$ cat src/rtl/rbis_pkg.sv
package rbis_pkg;

  typedef enum logic [2:0] {
    PH_IDLE,
    PH_ADDR,
    PH_ATTR,
    PH_DECODE,
    PH_TWAIT,
    PH_DATA
  } phase_t;

  // strobes from control to datapath
  typedef struct packed {
    logic loadReq;
    logic driveAddr;
    logic driveAttr;
    logic framePre;
    logic stepBeat;
    logic endOk;
    logic endAbort;
    logic endDisc;
  } strobe_t;

  // status from datapath to control
  typedef struct packed {
    logic lastBeat;
    logic atBoundary;
    logic isRead;
  } dpStat_t;

  // 36-bit attribute word: upper nibble goes on the command lines
  function automatic logic [35:0] packAttr(input logic [15:0] id,
                                           input logic [11:0] cnt,
                                           input logic [4:0]  tag,
                                           input logic [2:0]  st);
    return {tag[4], st, id, cnt, tag[3:0]};
  endfunction

endpackage

$ cat src/rtl/rbis_ctrl.sv
module rbis_ctrl
  import rbis_pkg::*;
#(
  parameter int SLOW_SLOT = 3,
  parameter int SUB_GAP   = 2
) (
  input  logic    clk,
  input  logic    rstN,
  input  logic    startReq,
  input  logic    devselIn,
  input  logic    trdyIn,
  input  logic    stopIn,
  input  dpStat_t dpStat,
  output strobe_t strobe,
  output phase_t  phaseNow
);

  localparam int SUB_SLOT = SLOW_SLOT + SUB_GAP;
  localparam int CNT_W    = $clog2(SUB_SLOT + 1);

  phase_t     stateQ, stateD;
  logic [CNT_W-1:0] decCnt;
  logic       twOdd;

  always_comb begin
    stateD = stateQ;
    strobe = '0;
    case (stateQ)
      PH_IDLE: begin
        if (startReq) begin
          strobe.loadReq = 1'b1;
          stateD         = PH_ADDR;
        end
      end
      PH_ADDR: begin
        strobe.driveAddr = 1'b1;
        strobe.framePre  = 1'b1;
        stateD           = PH_ATTR;
      end
      PH_ATTR: begin
        strobe.driveAttr = 1'b1;
        strobe.framePre  = 1'b1;
        stateD           = PH_DECODE;
      end
      PH_DECODE: begin
        strobe.framePre = 1'b1;
        if (devselIn) begin
          stateD = PH_TWAIT;
        end else if (decCnt == CNT_W'(SUB_SLOT)) begin
          strobe.endAbort = 1'b1;
          stateD          = PH_IDLE;
        end
      end
      PH_TWAIT: begin
        strobe.framePre = 1'b1;
        if (trdyIn && (dpStat.isRead || !twOdd)) stateD = PH_DATA;
      end
      PH_DATA: begin
        strobe.stepBeat = 1'b1;
        if (dpStat.lastBeat) begin
          strobe.endOk = 1'b1;
          stateD       = PH_IDLE;
        end else if (stopIn && dpStat.atBoundary) begin
          strobe.endDisc = 1'b1;
          stateD         = PH_IDLE;
        end
      end
      default: stateD = PH_IDLE;
    endcase
  end

  always_ff @(posedge clk) begin
    if (!rstN) begin
      stateQ <= PH_IDLE;
      decCnt <= '0;
      twOdd  <= 1'b0;
    end else begin
      stateQ <= stateD;
      if (stateQ == PH_ATTR)        decCnt <= CNT_W'(1);
      else if (stateQ == PH_DECODE) decCnt <= decCnt + 1'b1;
      if (stateQ == PH_TWAIT) twOdd <= ~twOdd;
      else                    twOdd <= 1'b0;
    end
  end

  assign phaseNow = stateQ;

endmodule

$ cat src/rtl/rbis_dp.sv
module rbis_dp
  import rbis_pkg::*;
#(
  parameter int         ADDR_W      = 32,
  parameter int         LEN_W       = 12,
  parameter int         BOUND_BYTES = 128,
  parameter logic [3:0] CMD_RD      = 4'hE,
  parameter logic [3:0] CMD_WR      = 4'hF
) (
  input  logic              clk,
  input  logic              rstN,
  input  strobe_t           strobe,
  input  logic              reqRead,
  input  logic [ADDR_W-1:0] reqAddr,
  input  logic [LEN_W-1:0]  reqByteCount,
  input  logic [15:0]       reqId,
  input  logic [4:0]        reqTag,
  input  logic [2:0]        reqStatus,
  output dpStat_t           dpStat,
  output logic              frameOut,
  output logic              irdyOut,
  output logic [31:0]       adOut,
  output logic [3:0]        cbeOut,
  output logic [ADDR_W-1:0] beatAddr,
  output logic              done,
  output logic              abortOut,
  output logic              discOut,
  output logic [LEN_W:0]    remainOut
);

  localparam int BEAT_W = LEN_W - 2;
  localparam int BND_W  = $clog2(BOUND_BYTES);
  localparam logic [BEAT_W-1:0] MAX_BEATS = BEAT_W'(1) << (LEN_W - 3);
  localparam logic [LEN_W:0]    FULL_LEN  = (LEN_W+1)'(1) << LEN_W;

  logic [ADDR_W-1:0] curAddr;
  logic [LEN_W-1:0]  cntQ;
  logic [15:0]       idQ;
  logic [4:0]        tagQ;
  logic [2:0]        stQ;
  logic              readQ;
  logic [BEAT_W-1:0] beatsLeft;
  logic [35:0]       attrWord;

  always_ff @(posedge clk) begin
    if (!rstN) begin
      curAddr   <= '0;
      cntQ      <= '0;
      idQ       <= '0;
      tagQ      <= '0;
      stQ       <= '0;
      readQ     <= 1'b0;
      beatsLeft <= '0;
      done      <= 1'b0;
      abortOut  <= 1'b0;
      discOut   <= 1'b0;
      remainOut <= '0;
    end else begin
      done <= strobe.endOk | strobe.endAbort | strobe.endDisc;
      if (strobe.loadReq) begin
        curAddr   <= reqAddr;
        cntQ      <= reqByteCount;
        idQ       <= reqId;
        tagQ      <= reqTag;
        stQ       <= reqStatus;
        readQ     <= reqRead;
        beatsLeft <= (reqByteCount[LEN_W-1:3] == '0) ? MAX_BEATS
                                                     : BEAT_W'(reqByteCount[LEN_W-1:3]);
        abortOut  <= 1'b0;
        discOut   <= 1'b0;
        remainOut <= '0;
      end
      if (strobe.stepBeat) begin
        curAddr   <= curAddr + ADDR_W'(8);
        beatsLeft <= beatsLeft - 1'b1;
      end
      if (strobe.endAbort) begin
        abortOut  <= 1'b1;
        remainOut <= (cntQ == '0) ? FULL_LEN : (LEN_W+1)'(cntQ);
      end
      if (strobe.endDisc) begin
        discOut   <= 1'b1;
        remainOut <= {beatsLeft - 1'b1, 3'b000};
      end
      if (strobe.endOk) remainOut <= '0;
    end
  end

  assign attrWord = packAttr(idQ, cntQ, tagQ, stQ);

  always_comb begin
    adOut  = '0;
    cbeOut = '0;
    if (strobe.driveAddr) begin
      adOut  = curAddr[31:0];
      cbeOut = readQ ? CMD_RD : CMD_WR;
    end else if (strobe.driveAttr) begin
      adOut  = attrWord[31:0];
      cbeOut = attrWord[35:32];
    end
  end

  assign frameOut = strobe.framePre | (strobe.stepBeat && beatsLeft > BEAT_W'(2));
  assign irdyOut  = strobe.stepBeat;
  assign beatAddr = curAddr;

  assign dpStat.lastBeat   = (beatsLeft == BEAT_W'(1));
  assign dpStat.atBoundary = &curAddr[BND_W-1:3];
  assign dpStat.isRead     = readQ;

endmodule

$ cat src/rtl/rbis_top.sv
module rbis_top
  import rbis_pkg::*;
#(
  parameter int         ADDR_W      = 32,
  parameter int         LEN_W       = 12,
  parameter int         SLOW_SLOT   = 3,
  parameter int         SUB_GAP     = 2,
  parameter int         BOUND_BYTES = 128,
  parameter logic [3:0] CMD_RD      = 4'hE,
  parameter logic [3:0] CMD_WR      = 4'hF
) (
  input  logic              clk,
  input  logic              rstN,
  input  logic              startReq,
  input  logic              reqRead,
  input  logic [ADDR_W-1:0] reqAddr,
  input  logic [LEN_W-1:0]  reqByteCount,
  input  logic [15:0]       reqId,
  input  logic [4:0]        reqTag,
  input  logic [2:0]        reqStatus,
  input  logic              devselIn,
  input  logic              trdyIn,
  input  logic              stopIn,
  output logic              busyOut,
  output logic              frameOut,
  output logic              irdyOut,
  output logic [31:0]       adOut,
  output logic [3:0]        cbeOut,
  output logic [ADDR_W-1:0] beatAddr,
  output logic              done,
  output logic              abortOut,
  output logic              discOut,
  output logic [LEN_W:0]    remainOut
);

  strobe_t strobe;
  dpStat_t dpStat;
  phase_t  phaseNow;

  rbis_ctrl #(
    .SLOW_SLOT(SLOW_SLOT),
    .SUB_GAP  (SUB_GAP)
  ) uCtrl (
    .clk     (clk),
    .rstN    (rstN),
    .startReq(startReq),
    .devselIn(devselIn),
    .trdyIn  (trdyIn),
    .stopIn  (stopIn),
    .dpStat  (dpStat),
    .strobe  (strobe),
    .phaseNow(phaseNow)
  );

  rbis_dp #(
    .ADDR_W     (ADDR_W),
    .LEN_W      (LEN_W),
    .BOUND_BYTES(BOUND_BYTES),
    .CMD_RD     (CMD_RD),
    .CMD_WR     (CMD_WR)
  ) uDp (
    .clk         (clk),
    .rstN        (rstN),
    .strobe      (strobe),
    .reqRead     (reqRead),
    .reqAddr     (reqAddr),
    .reqByteCount(reqByteCount),
    .reqId       (reqId),
    .reqTag      (reqTag),
    .reqStatus   (reqStatus),
    .dpStat      (dpStat),
    .frameOut    (frameOut),
    .irdyOut     (irdyOut),
    .adOut       (adOut),
    .cbeOut      (cbeOut),
    .beatAddr    (beatAddr),
    .done        (done),
    .abortOut    (abortOut),
    .discOut     (discOut),
    .remainOut   (remainOut)
  );

  assign busyOut = (phaseNow != PH_IDLE);

endmodule

$ cat config.mk
export PLATFORM = sky130hd
export DESIGN_NAME = rbis_top
export DESIGN_NICKNAME = d
export VERILOG_FILES = /design/src/rtl/rbis_pkg.sv /design/src/rtl/rbis_ctrl.sv /design/src/rtl/rbis_dp.sv /design/src/rtl/rbis_top.sv
export SDC_FILE = /design/constraint.sdc
export NUM_CORES = 1
export LEC_CHECK = 0
export ABC_AREA = 1
export BUFFER_PORTS_ARGS = -buffer_cell sky130_fd_sc_hd__buf_4
export CAP_MARGIN = 5
export CORE_UTILIZATION = 44
export CTS_CLUSTER_SIZE = 24
export DETAILED_ROUTE_END_ITERATION = 12
export HOLD_SLACK_MARGIN = 0.02
export PLACE_DENSITY = 0.74
export SYNTH_ARGS = -nofsm -noshare
export SYNTH_HDL_FRONTEND = slang
export SYNTH_HIERARCHICAL = 1
export SYNTH_SLANG_ARGS = --single-unit
$ cat constraint.sdc
create_clock -name clk -period 6 [get_ports clk]
set_clock_uncertainty 0.1 [all_clocks]
set_input_delay 0.3 -clock clk [delete_from_list [all_inputs] [get_ports clk]]
set_output_delay 0.3 -clock clk [all_outputs]
set_load 0.1 [all_outputs]
# Word-level counts from Yosys, hierarchy flattened
# Index checks and enable logic that the tools add are counted.
[totals] register_bits=102 output_inout_bits=87 in_bits=75 wordCells=96
[classes] bitwise_logic=5 n_lt_le_gt_ge=1 n_eq_ne=11 reduce_logical=21 mux=39 add_sub_neg=3
[ops] operator="2-to-1 mux 32 bit" count=4
[ops] operator="2-to-1 mux 13 bit" count=4
[ops] operator="adder 32 x 4 -> 32 bit, second input constant" count=1
[ops] operator="2-to-1 mux 10 bit" count=3
[ops] operator="2-to-1 mux 1 bit" count=18
[ops] operator="2-to-1 mux 3 bit" count=6
[ops] operator="one-hot mux 3 bit (6 select lines)" count=1
[ops] operator="zero test 12 bit" count=1
[ops] operator="== test 10 x 1 -> 1 bit, second input constant" count=1
[ops] operator="greater-than comparator 10 x 2 -> 1 bit, second input constant" count=1
[ops] operator="subtractor 10 x 1 -> 10 bit, second input constant" count=1
[ops] operator="== test 3 bit, second input constant" count=3
[ops] operator="zero test 9 bit" count=1
[ops] operator="2-to-1 mux 4 bit" count=2
[ops] operator="AND reduction 4 bit" count=2
[ops] operator="nonzero test 2 bit" count=4
[ops] operator="== test 3 x 2 -> 1 bit, second input constant" count=2
[ops] operator="inequality test 3 x 2 -> 1 bit, second input constant" count=2
[ops] operator="nonzero test 3 bit" count=2
[ops] operator="OR reduction 2 bit" count=2
[ops] operator="OR reduction 4 bit" count=1
[ops] operator="adder 3 x 1 -> 3 bit, second input constant" count=1
[ops] operator="== test 3 x 1 -> 1 bit, second input constant" count=1
[ops] operator="logical AND 1 bit" count=3
[ops] operator="10 further kinds" count=13

# Logic depth before layout (Yosys ltp)
# Gate-level depths: netlist (run 1).
[logic_depth] ltp_word=6 mapped_depth=14 ltp_nobuf=14

# Hierarchy
# Netlist (run 1), hierarchy kept.
[by_module_without_submodules] module="rbis_dp" area_each_um2=5218.8 seq_area_each_um2=1901.8 n_inst=1 cells_each=841
[by_module_without_submodules] module="rbis_ctrl" area_each_um2=444.2 seq_area_each_um2=140.1 n_inst=1 cells_each=72
[by_module_without_submodules] module="rbis_top" area_each_um2=11.3 seq_area_each_um2=0.0 n_inst=1 cells_each=3

# Least setup slack after synthesis (run 1)
# OpenSTA, ideal clock, no wires.
[synth_path] path_kind="reg2out" start="reg uDp.curAddr[3] (netlist: uDp/beatAddr[3])" end="out adOut[3]" path_buffers=0 setup_slack_ns=2.275 arrival_time_ns=3.325 required_time_ns=5.600 path_stages_with_launch=3 path_cell_list="dfxtp_1 inv_1 o21ai_0"
[synth_via] elab_chain_len=1
[synth_rtl] element="start: declaration" line="rbis_dp.sv:36" rtl="logic [ADDR_W-1:0] curAddr;"
[synth_rtl] element="start signal: assignment" line="rbis_dp.sv:61" rtl="curAddr <= reqAddr;"
[synth_rtl] element="start signal: assignment" line="rbis_dp.sv:74" rtl="curAddr <= curAddr + ADDR_W'(8);"
[synth_rtl] element="2-to-1 mux 32 bit" line="rbis_dp.sv:94" rtl="if (strobe.driveAddr) begin"
[synth_rtl] element="end: declaration" line="rbis_top.sv:27" rtl="output logic [31:0] adOut,"
# No other way between the ends.

# Worst setup path in the final report (run 1)
[layout_path] start="reg uCtrl.stateQ[2] (netlist: uCtrl/phaseNow[2])" end="out frameOut"
[layout_via] elab_chain_len=4 word_cells_on_any_way=10 classes_between="5 x eq/ne; 2 x mux; 1 x bitwise; 2 x reduce/logical"
[layout_rtl] element="start: declaration" line="rbis_ctrl.sv:21" rtl="phase_t stateQ, stateD;"
[layout_rtl] element="start signal: assignment" line="rbis_ctrl.sv:78" rtl="stateQ <= stateD;"
[layout_rtl] element="== test 3 x 1 -> 1 bit, or another cell as far along" line="rbis_ctrl.sv:28" rtl="case (stateQ)"
[layout_rtl] element="OR reduction 4 bit (no source line) or 2-to-1 mux 2 bit (tied branches)"
[layout_rtl] element="2-to-1 mux 1 bit or logical AND 1 bit (tied branches)" line="rbis_ctrl.sv:28, rbis_dp.sv:103"
[layout_rtl] element="bitwise OR 1 bit (*)" line="rbis_dp.sv:103" rtl="assign frameOut = strobe.framePre | (strobe.stepBeat && beatsLeft > BEAT_W'(2));"
[layout_rtl] element="end: declaration" line="rbis_top.sv:25" rtl="output logic frameOut,"
# Every way passes the cells marked *; elsewhere a longest branch is shown, timed or not.

==> results.toml, run 1 <==
[run_status]
status = "completed"

[synthesis]
yosys.cell_count.top_type = "nand2_1"
synth_commonest_cells = "nand2_1, nor2_1, dfxtp_1"
avgSynthCellArea_um2 = 6.19
synth_edf_count = 0
synth_compound_area_share_pct = 17.0
yosysSeqAreaShare_pct = 36.0
yosysWarnings = 6
synth_largest_area_cell = "dfxtp_1"
synth_async_sr_flop_share_pct = 0
synth_cells = 916
synth_nets = 997
ys_seq_elements = 102
synthAdderAreaFrac_pct = 1.32
yosysTopAreaCellShare_pct = 36.0
ys_types = 32
synth.cell_area_um2 = 5670
yosys.area_share.simple_pct = 33.8
synthMuxAreaShare_pct = 0
synth_xor_area_share_pct = 2.01
synth_top_family_by_area = "simple AND/OR/NAND/NOR gates"
synth_area_leaders = "dfxtp_1, nand2_1, nor2_1, o21ai_0, nand3_1"
synthFlopType = "dfxtp_1"

[cells_and_area]
area_delta_synth_final_pct = 27.9
antennaDiodeCount = 0
multiInputGateArea_um2 = 3080
drive_above_1_share_pct = 19.8
ff_latch_area_um2 = 2040
num-fill-cells = 1310
nNetsFinal = 1133
final_core_util_pct = 57.5

[power]
power.switching_mw = 2.18
p_int_mw = 1.71
power.density_nw_per_um2 = 537
clockPowerShare_pct = 15.6
p_comb_share_pct = 57.8
seqPwrFrac_pct = 26.6
swShare_pct = 56.0
irDropWorstVdd_uv = 403
leakage_nw = 3.15

[floorplan]
core_um2 = 12600
rows = 41
ioPinCount = 162
die_x_um = 116
die_h_um = 116
die_area_um2 = 13400
initial_core_util_pct = 45.0

[detailed_routing]
first_pass_iters = 6
drt-wirelength-per-cell_um = 15.0
drt_iter0_drc = 572
detail-route-antenna-nets = 0
via_count = 6347
drc = 0
viasPerCell = 5.18
drt_wl_total_um = 18300

[grt]
grt_max_degree = 66
overflow = 0
grt_pass1_wl_um = 28900
grt_pass1_vias = 5747
antenna_found_initial = 0
grt_use_total_pct = 28.0

[timing]
finalSetupViolCount = 0
max_freq_mhz = 311
rsz0062_at_grt = "false"
hold_viol = 0
slew_headroom_pct = 36.4
setup_ws_ns = 2.78
setup_tns_ns = 0
tightest_slew_ns = 0.952
period_share_pct = 53.6
timing.final.crit_period_ns = 3.22
final_max_slew_viol_count = 0

[clock_network]
cts_max_level = 3
cts_max_path_buffers = 2
clkTransAtPathRegs_ns = 0.06
clk_latency_ns = 0.35
post_cts.repair.setup_buffers = 0
clock-sinks = 102
clock-root-buffer = "clkbuf_16"
cts_hold_buf = 0
numCtsBuffers = 9
cts_tree = "built"
cts_resized = 0

[worst_setup_path]
cp_top_family = "buffers and inverters"
max_stage_delay_ns = 0.75
path_cells = "inv_2 > nor2_4 > inv_1 > o21bai_1 > buf_4"
startpoint_type = "flip-flop"
crit_path_max_fanout = 40
critPathRequiredTime_ns = 5.60
crit_type = "reg -> out"
critical_path_arrival_ns = 2.82
slowest_stage = "nor2_4"
endpoint_kind = "primary output"
crit_buf_inv = 3

[placed_design]
gp_congestion = 0.920
numPortBuffers = 161
hpwl_um = 13600
post-place-ws_ns = 2.94

[worst_hold_path]
hp-class = "in -> reg"

[job]
maxCapViolations = 0
## tightest hold or removal path: cells and delay by family
| kind | cells | cell delay, ns |
|---|---|---|
| buf+inv | 1 | 0.07 |
| simple gates | 2 | 0.11 |
## through the flow
| step | cells | hold WS (ns) | instance area [um^2] | total power, mW |
|---|---|---|---|---|
| final | 1226 | 0.0681 | 7250 | 3.90 |
| after global routing | 1226 | 0.0782 | 7250 | 4.11 |
| after CTS | 1226 | 0.0604 | 7250 | 3.90 |
| after detailed placement | 1213 | 0.313 | 6960 | 3.28 |
| after global placement | 1213 | 0.308 | 6960 | 3.26 |
| after floorplan | 916 | 0.299 | 5670 | 2.77 |
## layer usage
layer	routed length [um]	vias up	part of all wire, %	track usage, %
met5	0	-	0	0
met4	473	0	2.6	11.7
met3	1390	32	7.6	4.50
met2	8320	273	45	43.8
met1	8140	2847	44	38.3
li1	-	3195	-	-
## worst paths after layout
check / start / end / slack [ns] / cells after the start
setup / recovery: uCtrl/phaseNow[2] / frameOut / 2.78 / 5
hold / removal: reqTag[1] / uDp/tagQ[1] / 0.07 / 3
setup reg to reg: uCtrl/phaseNow[2] / uDp/remainOut[11] / 2.89 / 10
hold reg to reg: uCtrl/twOdd / uCtrl/twOdd / 0.32 / 1
## sequential cells by signal, summed over array words and instances, names as in the netlist, 3 cells and up
name,cells
uDp/beatAddr,32
uDp/idQ,16
uDp/remainOut,13
uDp/cntQ,12
uDp/beatsLeft,10
uDp/tagQ,5
uCtrl/decCnt,3
uCtrl/phaseNow,3
uDp/stQ,3
## power groups by stage
| stage | Clock [mW] | Sequential [mW] | Combinational (mW) |
|---|---|---|---|
| floorplan | 0 | 1.40 | 1.37 |
| global placement | 0 | 1.04 | 2.22 |
| CTS | 0.621 | 1.03 | 2.24 |
| detailed placement | 0 | 1.05 | 2.23 |
| global route | 0.648 | 1.06 | 2.40 |
| finish | 0.609 | 1.04 | 2.25 |
## layout make-up
| class | count | area share, % |
|---|---|---|
| clock buffers | 11 | 3.21 |
| repair buffers | 167 | 17.3 |
| multi-input cells | 672 | 42.4 |
| flip-flops and latches | 102 | 28.1 |
| well taps | 172 | 2.97 |
| clock inverters | 2 | 0.828 |
| inverters | 100 | 5.17 |
## cell families after synthesis
| group | after synthesis |
|---|---|
| compound gates | 183 |
| xor+xnor | 13 |
| fa+ha+maj | 6 |
| buf+inv | 142 |
| flops | 102 |
| simple gates | 470 |
## placed cells by master, fill, tap and decap left out, drive strengths merged
master / instances
buf: 167
nand3: 68
o21ai: 106
inv: 99
nand4: 3
ha: 6
bufinv: 2
nor3: 6
a211oi: 1
clkinv: 1
o21bai: 1
a31oi: 12
or2: 2
a22o: 1
nand2: 231
a21oi: 51
xor2: 11
o211ai: 3
a22oi: 2
o31ai: 2
dfxtp: 102
nor2: 160
o22ai: 4
clkbuf: 11
xnor2: 2
Power figures use the tool's default switching activity.
==> run 2: changes to the inputs <==
--- a/config.mk
+++ b/config.mk
@@ -12,7 +12,7 @@
 export CTS_CLUSTER_SIZE = 24
 export DETAILED_ROUTE_END_ITERATION = 12
 export HOLD_SLACK_MARGIN = 0.02
-export PLACE_DENSITY = 0.74
+export PLACE_DENSITY = 0.77
 export SYNTH_ARGS = -nofsm -noshare
 export SYNTH_HDL_FRONTEND = slang
 export SYNTH_HIERARCHICAL = 1
==> constraint.sdc (replaced) <==
create_clock -name clk -period 2.8 [get_ports clk]
set_clock_uncertainty 0.1 [all_clocks]
set_input_delay 0.14 -clock clk [delete_from_list [all_inputs] [get_ports clk]]
set_output_delay 0.14 -clock clk [all_outputs]
set_load 0.1 [all_outputs]
==> run 2 against run 1 <==
Against the previous run:
- sequential power up 120%
- critical path depth up 3
- worst setup slack worse by 2.6 ns
- routed wire length up 3.5%
- largest power group unchanged
- final area up 7.1%
- cell count up 4.7%
- register-to-register slack worse by 2.5 ns
- global-route usage up 0.91 points
- critical path type unchanged
- die area unchanged
==> results.toml, run 2 (synthesis gave the netlist of run 1 again) <==
[worst_setup_path]
endpoint_kind = "primary output"
path_cells = "inv_1 > nand2_1 > nor2_1 > buf_4 > clkinv_2 > buf_4 > o21ai_1 > buf_4"
crit_path_frequent_cell = "buf_4"
max_stage_delay_ns = 0.35
reg2reg_from = "uDp/beatsLeft[3]"
startpoint_type = "flip-flop"
crit_path_max_fanout = 27
critical_path_arrival_ns = 2.39
slowest_stage = "buf_4"
critPathRequiredTime_ns = 2.56
crit_type = "reg -> out"
startpoint = "uCtrl/phaseNow[1]"
endpoint = "adOut[24]"
r2r_slack_ns = 0.41
worst-r2r-cell-count = 12
r2r_end = "uDp/remainOut[9]"

[timing]
slew_headroom_pct = 54.2
final_max_slew_viol_count = 0
timing.final.crit_period_ns = 2.63
tightest_slew_ns = 0.687
rsz0062_at_grt = "false"
finalSetupViolCount = 0
setup_tns_ns = 0
hold_viol = 0
period_share_pct = 93.9
max_freq_mhz = 380
hold_slack_ns = 0.0358

[detailed_routing]
drt_wl_total_um = 19000
drt-wirelength-per-cell_um = 14.8
drc = 0
viasPerCell = 5.26
detail-route-antenna-nets = 0
first_pass_iters = 6
drt_iter0_drc = 587
via_count = 6755

[clock_network]
clk_latency_ns = 0.35
clock-root-buffer = "clkbuf_16"
cts_tree = "built"
clkTransAtPathRegs_ns = 0.07
post_cts.repair.setup_buffers = 0
cts_max_level = 3
clock-sinks = 102
cts_max_path_buffers = 2
numCtsBuffers = 9

[placed_design]
gp_congestion = 0.930
dpl_cell_area_um2 = 7030
hpwl_um = 13700
numPortBuffers = 161

[worst_hold_path]
min_from = "reqAddr[3]"
hp-class = "in -> reg"

[cells_and_area]
layout_common_cells = "nand2_1, buf_4, nor2_1"
nNetsFinal = 1188
largest_reg_flops = 32
num-fill-cells = 1231
area_delta_synth_final_pct = 36.9
stdcell_area_um2 = 7770
drive_above_1_share_pct = 19.9
final_core_util_pct = 61.5
multiInputGateArea_um2 = 3080
ff_latch_area_um2 = 2040
final_common_cell = "nand2_1"
antennaDiodeCount = 0

[floorplan]
die_x_um = 116
core_um2 = 12600
rows = 41
die_area_um2 = 13400
initial_core_util_pct = 45.0
die_h_um = 116
ioPinCount = 162

[power]
leakage_nw = 3.37
irDropWorstVdd_uv = 980
power.density_nw_per_um2 = 1080

[grt]
grt_use_total_pct = 28.9
overflow = 0
grt_pass1_vias = 6041
grt_pass1_wl_um = 29900
grt_max_degree = 49
antenna_found_initial = 0

[run_status]
status = "completed"

[job]
maxCapViolations = 0
==> run 2: how the worst min path moves through the flow <==
| stage | endpoint | depth (start not counted) |
|---|---|---|
| floorplan | uCtrl/phaseNow[0] | 2 |
| global placement | uDp/tagQ[3] | 3 |
| detailed placement | uDp/stQ[1] | 3 |
| CTS | uDp/beatAddr[3] | 5 |
| global route | uDp/beatAddr[23] | 5 |
| finish | uDp/beatAddr[3] | 5 |
==> run 2: area by class of cell <==
type | instances | share of cell area, %
Multi-Input combinational cell | 672 | 39.6
Sequential cell | 102 | 26.3
Timing Repair Buffer | 222 | 23.0
Inverter | 100 | 4.85
Clock buffer | 13 | 3.22
Tap cell | 172 | 2.77
Clock inverter | 3 | 0.242
==> run 2: critical path: cells and delay by family (launching register included) <==
kind,cells,cell delay [ns]
compound gates,1,0.17
buf+inv,5,1.26
flops,1,0.34
simple gates,2,0.26
==> run 2: metrics by stage <==
step	total power [mW]	instances	worst slack, ns
after floorplan	5.96	916	-0.742
after global placement	7.04	1221	0.545
after detailed placement	7.08	1221	0.518
after CTS	8.33	1284	0.130
after global routing	8.83	1284	0.0138
final	8.38	1284	0.170
==> run 2: timing repair <==
item | CTS | global route
setup endpoints to repair | 0 | 12
resized for setup | 0 | 1
hold endpoints to repair | 49 | 0
hold buffers | 47 | 0
==> run 2: power by group <==
| group | internal [mW] | switching [mW] | total (mW) |
|---|---|---|---|
| clock | 0.629 | 0.555 | 1.18 |
| sequential | 1.84 | 0.404 | 2.24 |
| combinational | 1.15 | 3.80 | 4.95 |
| total | 3.61 | 4.76 | 8.38 |
==> run 2: metal layers <==
layer	GRT usage (%)	share of wire (%)	vias to the layer above
met1	39.0	43	3049
met5	0	0	-
met3	4.97	9.8	32
met4	10.1	1.9	0
met2	46.5	46	351
li1	-	-	3323
